`src/rtl/raster_sync_pkg.sv`:
```
package raster_sync_pkg;

  // True when p lies in the half-open span [s, s+l).
  function automatic logic in_span(input int p, input int s, input int l);
    return (p >= s) && (p < s + l);
  endfunction

endpackage

```
`src/rtl/rs_hcount.sv`:
```
module rs_hcount #(
  parameter int LINE_CYC = 1024,
  localparam int H_W = $clog2(LINE_CYC)
) (
  input  logic           clk,
  input  logic           rst,
  output logic [H_W-1:0] h_q,
  output logic [H_W-1:0] h_nxt,
  output logic           line_end
);
  localparam logic [H_W-1:0] H_LAST = H_W'(LINE_CYC - 1);

  assign line_end = (h_q == H_LAST);

  always_comb begin
    if (rst)           h_nxt = '0;
    else if (line_end) h_nxt = '0;
    else               h_nxt = h_q + 1'b1;
  end

  always_ff @(posedge clk) begin
    h_q <= h_nxt;
  end

  p_h_step_r2: assert property (@(posedge clk) disable iff (rst)
    (h_q != H_LAST) |=> (h_q == $past(h_q) + 1'b1));
  p_h_wrap_r2: assert property (@(posedge clk) disable iff (rst)
    line_end |=> (h_q == '0));
endmodule

```
`src/rtl/rs_vcount.sv`:
```
module rs_vcount #(
  parameter int VIS_LINES   = 256,
  parameter int BLANK_LINES = 56,
  localparam int V_W = $clog2(VIS_LINES + BLANK_LINES),
  localparam int A_W = $clog2(VIS_LINES),
  localparam int B_W = $clog2(BLANK_LINES)
) (
  input  logic           clk,
  input  logic           rst,
  input  logic           adv,
  output logic [V_W-1:0] v_q,
  output logic [V_W-1:0] v_nxt,
  output logic           frame_end
);
  localparam logic [A_W-1:0] VIS_LAST = A_W'(VIS_LINES - 1);
  localparam logic [B_W-1:0] BLK_LAST = B_W'(BLANK_LINES - 1);

  // Visible-line counter, blank-line counter and the phase that selects one.
  logic [A_W-1:0] vis_q, vis_nxt;
  logic [B_W-1:0] blk_q, blk_nxt;
  logic           in_blank_q, in_blank_nxt;

  assign frame_end = adv && in_blank_q && (blk_q == BLK_LAST);

  always_comb begin
    vis_nxt      = vis_q;
    blk_nxt      = blk_q;
    in_blank_nxt = in_blank_q;
    if (rst) begin
      vis_nxt      = '0;
      blk_nxt      = '0;
      in_blank_nxt = 1'b0;
    end else if (adv) begin
      if (!in_blank_q) begin
        if (vis_q == VIS_LAST) begin
          vis_nxt      = '0;
          in_blank_nxt = 1'b1;
        end else begin
          vis_nxt = vis_q + 1'b1;
        end
      end else begin
        if (blk_q == BLK_LAST) begin
          blk_nxt      = '0;
          in_blank_nxt = 1'b0;
        end else begin
          blk_nxt = blk_q + 1'b1;
        end
      end
    end
  end

  always_ff @(posedge clk) begin
    vis_q      <= vis_nxt;
    blk_q      <= blk_nxt;
    in_blank_q <= in_blank_nxt;
  end

  assign v_q   = in_blank_q   ? V_W'(VIS_LINES + int'(blk_q))   : V_W'(vis_q);
  assign v_nxt = in_blank_nxt ? V_W'(VIS_LINES + int'(blk_nxt)) : V_W'(vis_nxt);

  p_v_hold_r3: assert property (@(posedge clk) disable iff (rst)
    !adv |=> $stable(v_q));
  p_v_wrap_r3: assert property (@(posedge clk) disable iff (rst)
    frame_end |=> (v_q == '0));
  p_blank_idle_r3: assert property (@(posedge clk) disable iff (rst)
    in_blank_q |-> (vis_q == '0));
endmodule

```
`src/rtl/rs_flash.sv`:
```
module rs_flash #(
  parameter int FLASH_DIV = 16,
  localparam int HALF = FLASH_DIV / 2,
  localparam int F_W = (HALF > 1) ? $clog2(HALF) : 1
) (
  input  logic clk,
  input  logic rst,
  input  logic frame_end,
  output logic flash
);
  localparam logic [F_W-1:0] F_LAST = F_W'(HALF - 1);

  logic [F_W-1:0] fcnt_q;

  always_ff @(posedge clk) begin
    if (rst) begin
      fcnt_q <= '0;
      flash  <= 1'b0;
    end else if (frame_end) begin
      if (fcnt_q == F_LAST) begin
        fcnt_q <= '0;
        flash  <= ~flash;
      end else begin
        fcnt_q <= fcnt_q + 1'b1;
      end
    end
  end

  p_flash_hold_r8: assert property (@(posedge clk) disable iff (rst)
    !frame_end |=> $stable(flash));
endmodule

```
`src/rtl/rs_cpu_ce.sv`:
```
module rs_cpu_ce #(
  parameter int CPU_DIV = 4,
  localparam int C_W = (CPU_DIV > 2) ? $clog2(CPU_DIV) : 1
) (
  input  logic clk,
  input  logic rst,
  output logic ce
);
  localparam logic [C_W-1:0] C_LAST = C_W'(CPU_DIV - 1);

  logic [C_W-1:0] c_q, c_nxt;

  always_comb begin
    if (rst)                c_nxt = '0;
    else if (c_q == C_LAST) c_nxt = '0;
    else                    c_nxt = c_q + 1'b1;
  end

  always_ff @(posedge clk) begin
    c_q <= c_nxt;
    if (rst) ce <= 1'b0;
    else     ce <= (c_nxt == C_LAST);
  end

  p_ce_single_r9: assert property (@(posedge clk) disable iff (rst)
    ce |=> !ce);
endmodule

```
`src/rtl/raster_sync_gen.sv`:
```
module raster_sync_gen #(
  parameter int LINE_CYC    = 1024,
  parameter int ACT_CYC     = 768,
  parameter int HS_GAP      = 16,
  parameter int HS_LEN      = 64,
  parameter int VIS_LINES   = 256,
  parameter int BLANK_LINES = 56,
  parameter int VS_LEN      = 3,
  parameter int FLASH_DIV   = 16,
  parameter int CPU_DIV     = 4,
  localparam int H_W = $clog2(LINE_CYC),
  localparam int V_W = $clog2(VIS_LINES + BLANK_LINES)
) (
  input  logic           clk,
  input  logic           rst,
  output logic [H_W-1:0] hpos,
  output logic [V_W-1:0] vline,
  output logic           line_active,
  output logic           frame_active,
  output logic           hsync_n,
  output logic           vsync_n,
  output logic           flash,
  output logic           cpu_ce
);
  import raster_sync_pkg::*;

  localparam int HS_START = ACT_CYC + HS_GAP;
  localparam int VS_START = VIS_LINES + (BLANK_LINES - VS_LEN) / 2;

  logic [H_W-1:0] h_nxt;
  logic [V_W-1:0] v_nxt;
  logic           line_end, frame_end;

  rs_hcount #(.LINE_CYC(LINE_CYC)) u_h (
    .clk(clk), .rst(rst), .h_q(hpos), .h_nxt(h_nxt), .line_end(line_end));

  rs_vcount #(.VIS_LINES(VIS_LINES), .BLANK_LINES(BLANK_LINES)) u_v (
    .clk(clk), .rst(rst), .adv(line_end), .v_q(vline), .v_nxt(v_nxt),
    .frame_end(frame_end));

  rs_flash #(.FLASH_DIV(FLASH_DIV)) u_fl (
    .clk(clk), .rst(rst), .frame_end(frame_end), .flash(flash));

  rs_cpu_ce #(.CPU_DIV(CPU_DIV)) u_ce (
    .clk(clk), .rst(rst), .ce(cpu_ce));

  // Decode from the next position so the registered flags line up with it.
  always_ff @(posedge clk) begin
    if (rst) begin
      line_active  <= 1'b1;
      frame_active <= 1'b1;
      hsync_n      <= 1'b1;
      vsync_n      <= 1'b1;
    end else begin
      line_active  <= int'(h_nxt) < ACT_CYC;
      frame_active <= int'(v_nxt) < VIS_LINES;
      hsync_n      <= !in_span(int'(h_nxt), HS_START, HS_LEN);
      vsync_n      <= !in_span(int'(v_nxt), VS_START, VS_LEN);
    end
  end

  p_act_r4: assert property (@(posedge clk) disable iff (rst)
    line_active == (int'(hpos) < ACT_CYC));
  p_vis_r5: assert property (@(posedge clk) disable iff (rst)
    frame_active == (int'(vline) < VIS_LINES));
  p_hs_blank_r6: assert property (@(posedge clk) disable iff (rst)
    !hsync_n |-> !line_active);
  p_vs_blank_r7: assert property (@(posedge clk) disable iff (rst)
    !vsync_n |-> !frame_active);
  p_vs_line_r7: assert property (@(posedge clk) disable iff (rst)
    !line_end |=> $stable(vsync_n));
endmodule

```
`config.mk`:
```
export PLATFORM = sky130hd
export DESIGN_NAME = raster_sync_gen
export DESIGN_NICKNAME = d
export VERILOG_FILES = /design/src/rtl/raster_sync_pkg.sv /design/src/rtl/rs_hcount.sv /design/src/rtl/rs_vcount.sv /design/src/rtl/rs_flash.sv /design/src/rtl/rs_cpu_ce.sv /design/src/rtl/raster_sync_gen.sv
export SDC_FILE = /design/constraint.sdc
export NUM_CORES = 1
export LEC_CHECK = 0
export BUFFER_PORTS_ARGS = -buffer_cell sky130_fd_sc_hd__buf_2
export CAP_MARGIN = 20
export CORE_ASPECT_RATIO = 1.75
export CORE_MARGIN = 10
export CORE_UTILIZATION = 30
export DETAILED_ROUTE_END_ITERATION = 16
export MAX_ROUTING_LAYER = met4
export PLACE_DENSITY = 0.47
export SYNTH_ARGS = -nofsm -noshare
export SYNTH_HDL_FRONTEND = slang
export SYNTH_HIERARCHICAL = 1
export SYNTH_SLANG_ARGS = --single-unit
```
`constraint.sdc`:
```
create_clock -name clk -period 2.7 [get_ports clk]
set_input_delay 0.54 -clock clk [delete_from_list [all_inputs] [get_ports clk]]
set_output_delay 0.54 -clock clk [all_outputs]
set_load 0.05 [all_outputs]
```
== Word level (Yosys, flattened, before mapping) ==
Cells that the tools add are included.
Storage, ports and cells
  input port bits: 2
  word-level logic and storage cells: 59
  register bits: 36
Cells by class
  bitwise operators: 1
  multiplexer cells: 20
  equality and inequality tests: 6
  $add $sub $neg: 7
  order comparisons: 6
  reduce and logical (&&, ||, !) cells: 7
Operators with widths (number)
  two-way mux 8 bit: 4
  two-way mux 6 bit: 4
  < comparator 10 bit (second input constant): 2
  two-way mux 10 bit: 2
  adder 9 x 6 -> 9 bit (first input constant): 2
  < comparator 9 bit (second input constant): 2
  two-way mux 9 bit: 2
  adder 10 x 1 -> 10 bit (second input constant): 1
  == test 10 bit (second input constant): 1
  >= comparator 10 bit (second input constant): 1
  >= comparator 9 bit (second input constant): 1
  adder 8 x 1 -> 8 bit (second input constant): 1
  == test 8 bit (second input constant): 1
  adder 6 x 1 -> 6 bit (second input constant): 1
  == test 6 bit (second input constant): 1
  two-way mux 1 bit: 5
  == test 2 bit (second input constant): 2
  logical AND 1 bit: 4
  two-way mux 2 bit: 2
  adder 3 x 1 -> 3 bit (second input constant): 1
  == test 3 bit (second input constant): 1
  two-way mux 3 bit: 1
  adder 2 x 1 -> 2 bit (second input constant): 1
  zero test 1 bit: 2
  2 further kinds: 2

== Logic depth before layout (Yosys ltp) ==
  depth after elaboration: 10
  mapped depth: 10
  mapped depth without buffers: 9

== By module ==
Netlist, hierarchy kept.
By module, submodules not included
  rs_vcount: instances 1, seq. area each 300.3 um2, area an instance 970.9 um2, cells an instance 109
  rs_hcount: instances 1, seq. area each 200.2 um2, area an instance 444.2 um2, cells an instance 50
  rs_flash: instances 1, seq. area each 80.1 um2, area an instance 178.9 um2, cells an instance 16
  raster_sync_gen: instances 1, seq. area each 80.1 um2, area an instance 165.2 um2, cells an instance 14
  rs_cpu_ce: instances 1, seq. area each 60.1 um2, area an instance 98.8 um2, cells an instance 7

== Worst setup path before layout ==
OpenSTA, ideal clock, no wires.
  path type: register -> register
  from: register u_h.h_q[0]
  to: register vsync_n
  setup slack: -0.130 ns
  required time: 2.567 ns
  data arrival time: 2.697 ns
  buffers on the path: 1
  cell stages (with the launch flop): 11
  path through: dfxtp_1 > ha_1 > and4_1 > and3_1 > buf_4 > nand4_2 > nor3_1 > o22ai_1 > o311a_1 > nor2_1 > o2111ai_1
Between the ends
  longest elaborated chain between the ends: 8
  elaborated cells on any way between the ends: 13
Ends and longest elaborated chain
  start, declared: RTL line rs_hcount.sv:7  | output logic [H_W-1:0] h_q,
  start signal, assigned: RTL line rs_hcount.sv:22  | h_q <= h_nxt;
  == test 10 bit (*): RTL line rs_hcount.sv:13  | assign line_end = (h_q == H_LAST);
  net line_end: RTL line raster_sync_gen.sv:32  | logic line_end, frame_end;
  two-way mux 6 bit: RTL line rs_vcount.sv:33  | end else if (adv) begin
  two-way mux 6 bit: RTL line rs_vcount.sv:29  | if (rst) begin
  adder 9 x 6 -> 9 bit: RTL line rs_vcount.sv:59  | assign v_nxt = in_blank_nxt ? V_W'(VIS_LINES + int'(blk_nxt)) : V_W'(vis_nxt);
  two-way mux 9 bit (*): RTL line rs_vcount.sv:59
  net v_nxt[5]: RTL line raster_sync_gen.sv:31  | logic [V_W-1:0] v_nxt;
  >= comparator 9 bit / < comparator 9 bit (equally long branches): RTL line raster_sync_pkg.sv:5  | return (p >= s) && (p < s + l);
  logical AND 1 bit (*): RTL line raster_sync_pkg.sv:5
  zero test 1 bit (*): RTL line raster_sync_gen.sv:58  | vsync_n <= !in_span(int'(v_nxt), VS_START, VS_LEN);
  end signal, assigned: RTL line raster_sync_gen.sv:58
  end, declared: RTL line raster_sync_gen.sv:21  | output logic vsync_n,
The timed path passes the listed nets; every way through them passes the cells marked *.
A chain may end at the register's enable or synchronous reset.

== Worst setup path in the final report ==
Ends and elaborated chain as after synthesis.

==> results_dict.tcl <==
set metrics [dict create \
    start_kind "register" \
    power.density_nw_per_um2 465 \
    place.gp.congestion 0.880 \
    drive_gt1_share_pct 31.5 \
    syn_area_per_cell_um2 9.48 \
    worstSetupEndpoint "vsync_n" \
    cts_setup_buffers 0 \
    maxCapViolCount 0 \
    fin_crit_ns 2.51 \
    drt_iter0_drc 118 \
    cts_buffers 5 \
    crit_path_max_fanout 7 \
    core_um2 5970 \
    cts-resized-gates 0 \
    clockBufferDepth 2 \
    grt_overflow 0 \
    path_clk_slew_ns 0.08 \
    r2r_end "vsync_n" \
    cts_sinks 36 \
    grt_pass1_wl_um 7700 \
    grt_setup_unrepaired "false" \
    yosysTopAreaCell "dfxtp_1" \
    wl_met3_um 109 \
    max_freq_mhz 398 \
    max_slew_margin_pct 66.5 \
    cp-startpoint "u_h/h_q[0]" \
    routedWlPerCell_um 15.2 \
    rows 37 \
    synthSimpleGateAreaFrac_pct 27.7 \
    die_w_um 79.5 \
    critical_path_required_ns 2.86 \
    finalHoldWorstSlack_ns 0.446 \
    slew_violations 0 \
    rrSetupSlack_ns 0.19 \
    setup-violations-final 0 \
    finalSetupTns_ns 0 \
    min_from "u_h/h_q[0]" \
    ff2ff_path_depth 9 \
    hpwlAfterDp_um 3700 \
    synth.distinct_cells 53 \
    top_layer_used "met4" \
    track_usage_pct 10.2 \
    wl_met1_um 1910 \
    holdPathStages 1 \
    rr_startpoint "u_h/h_q[0]" \
    grt_antenna_before_repair 0 \
    synth_fa_ha_area_share_pct 4.04 \
    worst_pin_slew_ns 0.502 \
    period_share_pct 93.0 \
    nNetsFinal 242 \
    vias 1592 \
    drtPass1Iterations 4 \
    crit_chain "ha_1 > and4_1 > and3_2 > nor2b_4 > a31oi_1 > or4_1 > mux2i_1 > and4bb_2 > o2111ai_1" \
    synthXorXnorAreaFrac_pct 4.24 \
    seq_area_frac_synth_pct 38.8 \
    die_h_um 124 \
    io_buffer_count 26 \
    min_path_type "register to register" \
    n_antenna_cell 0 \
    async_flop_share_pct 0 \
    start_util_pct 31.1 \
    grt_max_degree 13 \
    synthCells 196 \
    grt_pass1_vias 1570 \
    status "complete, no violations" \
    synth-edff-count 0 \
    power.static_leakage_nw 0.920 \
    synth_top_area_share_pct 38.8 \
    ios 27 \
    worstSetupPathType "register to register" \
    yosysWarnings 6 \
    cpPeakStageDelay_ns 0.53 \
    htreeDepth 2 \
    route.detailed.drc 0 \
    crit_path_end_kind "register" \
    skew_ns 0.00916 \
    ctsHoldBuffers 0 \
    worstPathArrival_ns 2.67 \
    antenna_left 0 \
    viasPerCell 5.09 \
    ys.flop_type "dfxtp_1" \
    die_area_um2 9870 \
    cts_tree "yes" \
    synth_top_family_by_area "simple AND/OR/NAND/NOR gates" \
    area_delta_synth_final_pct 19.9 \
    syn-cell-area_um2 1860 \
    synth_nets 204 \
    wl_met2_um 2640 \
    ys_seq_elements 36 \
    irDropWorstVdd_uv 241 \
    clock_latency_ns 0.28 \
    hold_violations 0 \
    crit_path_top_delay_cell "or4_1" \
    cts_root_buffer "clkbuf_8" \
    synth_compound_area_share_pct 13.8 \
    synth_mux_area_share_pct 7.68 \
    wl_um 4760 \
    yosys-top-cells-area "dfxtp_1 (39%), mux2_2 (6.1%), ha_1 (4.0%), nand2_1 (3.2%), nor2_1 (3.0%)" \
]
[cells by family (layout without fill, tap and decap cells)]
family                   count (synthesis)  after routing
AND/OR/NAND/NOR                         85             85
flip-flops                              36             36
AO/OA/AOI/OAI                           35             35
multiplexers                            13             13
buffers and inverters                   12             51
XOR/XNOR                                 9              9
adder cells (fa/ha/maj)                  6              6
[how the worst min path moves through the flow]
stage | slack [ns] | to
after floorplan | 0.44 | u_ce/c_q[0]
after global placement | 0.42 | u_h/h_q[0]
after detailed placement | 0.44 | u_h/h_q[0]
after CTS | 0.45 | u_h/h_q[0]
after global routing | 0.46 | u_h/h_q[0]
final | 0.45 | u_h/h_q[0]
[cell type report]
cell class | instances | area, um2
Clock buffer | 6 | 82.6
Clock inverter | 2 | 10.0
Fill cell | 619 | 3740
Inverter | 5 | 18.8
Multi-Input combinational cell | 148 | 1070
Sequential cell | 36 | 723
Tap cell | 78 | 97.6
Timing Repair Buffer | 38 | 220
[placed cells by master (no fill, tap or decap), types with 2 or more instances in the layout]
cell type   n
dfxtp_1    34
buf_2      26
nand2_1    16
nor2_1     15
buf_4      12
mux2_2     10
a21oi_1     9
o21ai_0     7
nor3_1      6
nor2b_1     6
clkbuf_8    6
ha_1        6
nand3_1     6
xor2_1      6
inv_1       5
nand2b_1    4
a31oi_1     4
mux2i_1     3
and4_1      3
nand4_1     3
or3_1       3
or4_1       3
xnor2_1     3
clkinv_2    2
nand3b_1    2
dfxtp_2     2
and2_1      2
and3_1      2
a211o_1     2
[routing by layer]
| metal | vias up | GRT usage [%] |
|---|---|---|
| met3 | 6 | 1.80 |
| li1 | 793 | - |
| met5 | - | - |
| met2 | 26 | 18.1 |
| met4 | 0 | 6.31 |
| met1 | 767 | 10.0 |
[synth_stat cells (all sizes together), types with 3 or more instances]
cell    instances
nor2b           7
and3            3
nand2b          4
buf             6
xnor2           3
o21ai           7
mux2           10
nor2           16
and4            4
a31oi           5
nand4           4
nand3b          3
a21oi          10
nor3            7
ha              6
xor2            6
nand2          16
or3             4
or4             3
dfxtp          36
inv             5
nand3           7
mux2i           3
[metrics by stage]
step	power (mW)	util (%)	instances	cell area, um2	setup slack (ns)
CTS	1.06	37.3	313	2230	0.0774
finish	1.03	37.3	313	2230	0.188
detailed placement	0.651	35.7	305	2130	0.107
global placement	0.650	35.7	305	2130	0.148
global route	1.09	37.3	313	2230	0.000880
floorplan	0.621	-	196	1870	0.0598
[flip-flops by register name (all words and copies together) (netlist names)]
signal / cells
u_ce/c_q: 2
u_fl/fcnt_q: 3
u_v/in_blank_q: 1
frame_active: 1
u_v/vis_q: 8
line_active: 1
u_v/blk_q: 6
u_ce/ce: 1
u_h/h_q: 10
vsync_n: 1
u_fl/flash: 1
hsync_n: 1
[power breakdown]
group / switching, mW / internal [mW] / leakage [nW] / total (mW)
logic: 0.0585 / 0.0268 / 0.577 / 0.0853
registers: 0.00848 / 0.543 / 0.292 / 0.552
clock network: 0.194 / 0.204 / 0.0510 / 0.397
total: 0.261 / 0.774 / 0.920 / 1.03
[worst max-delay path: cells and delay by family, from the launching register on]
kind,cells,cell delay [ns]
flops,1,0.36
compound gates,2,0.19
simple gates,5,1.48
mux,1,0.13
fa+ha+maj,1,0.22
No activity file was read; power rests on OpenSTA's default activity.
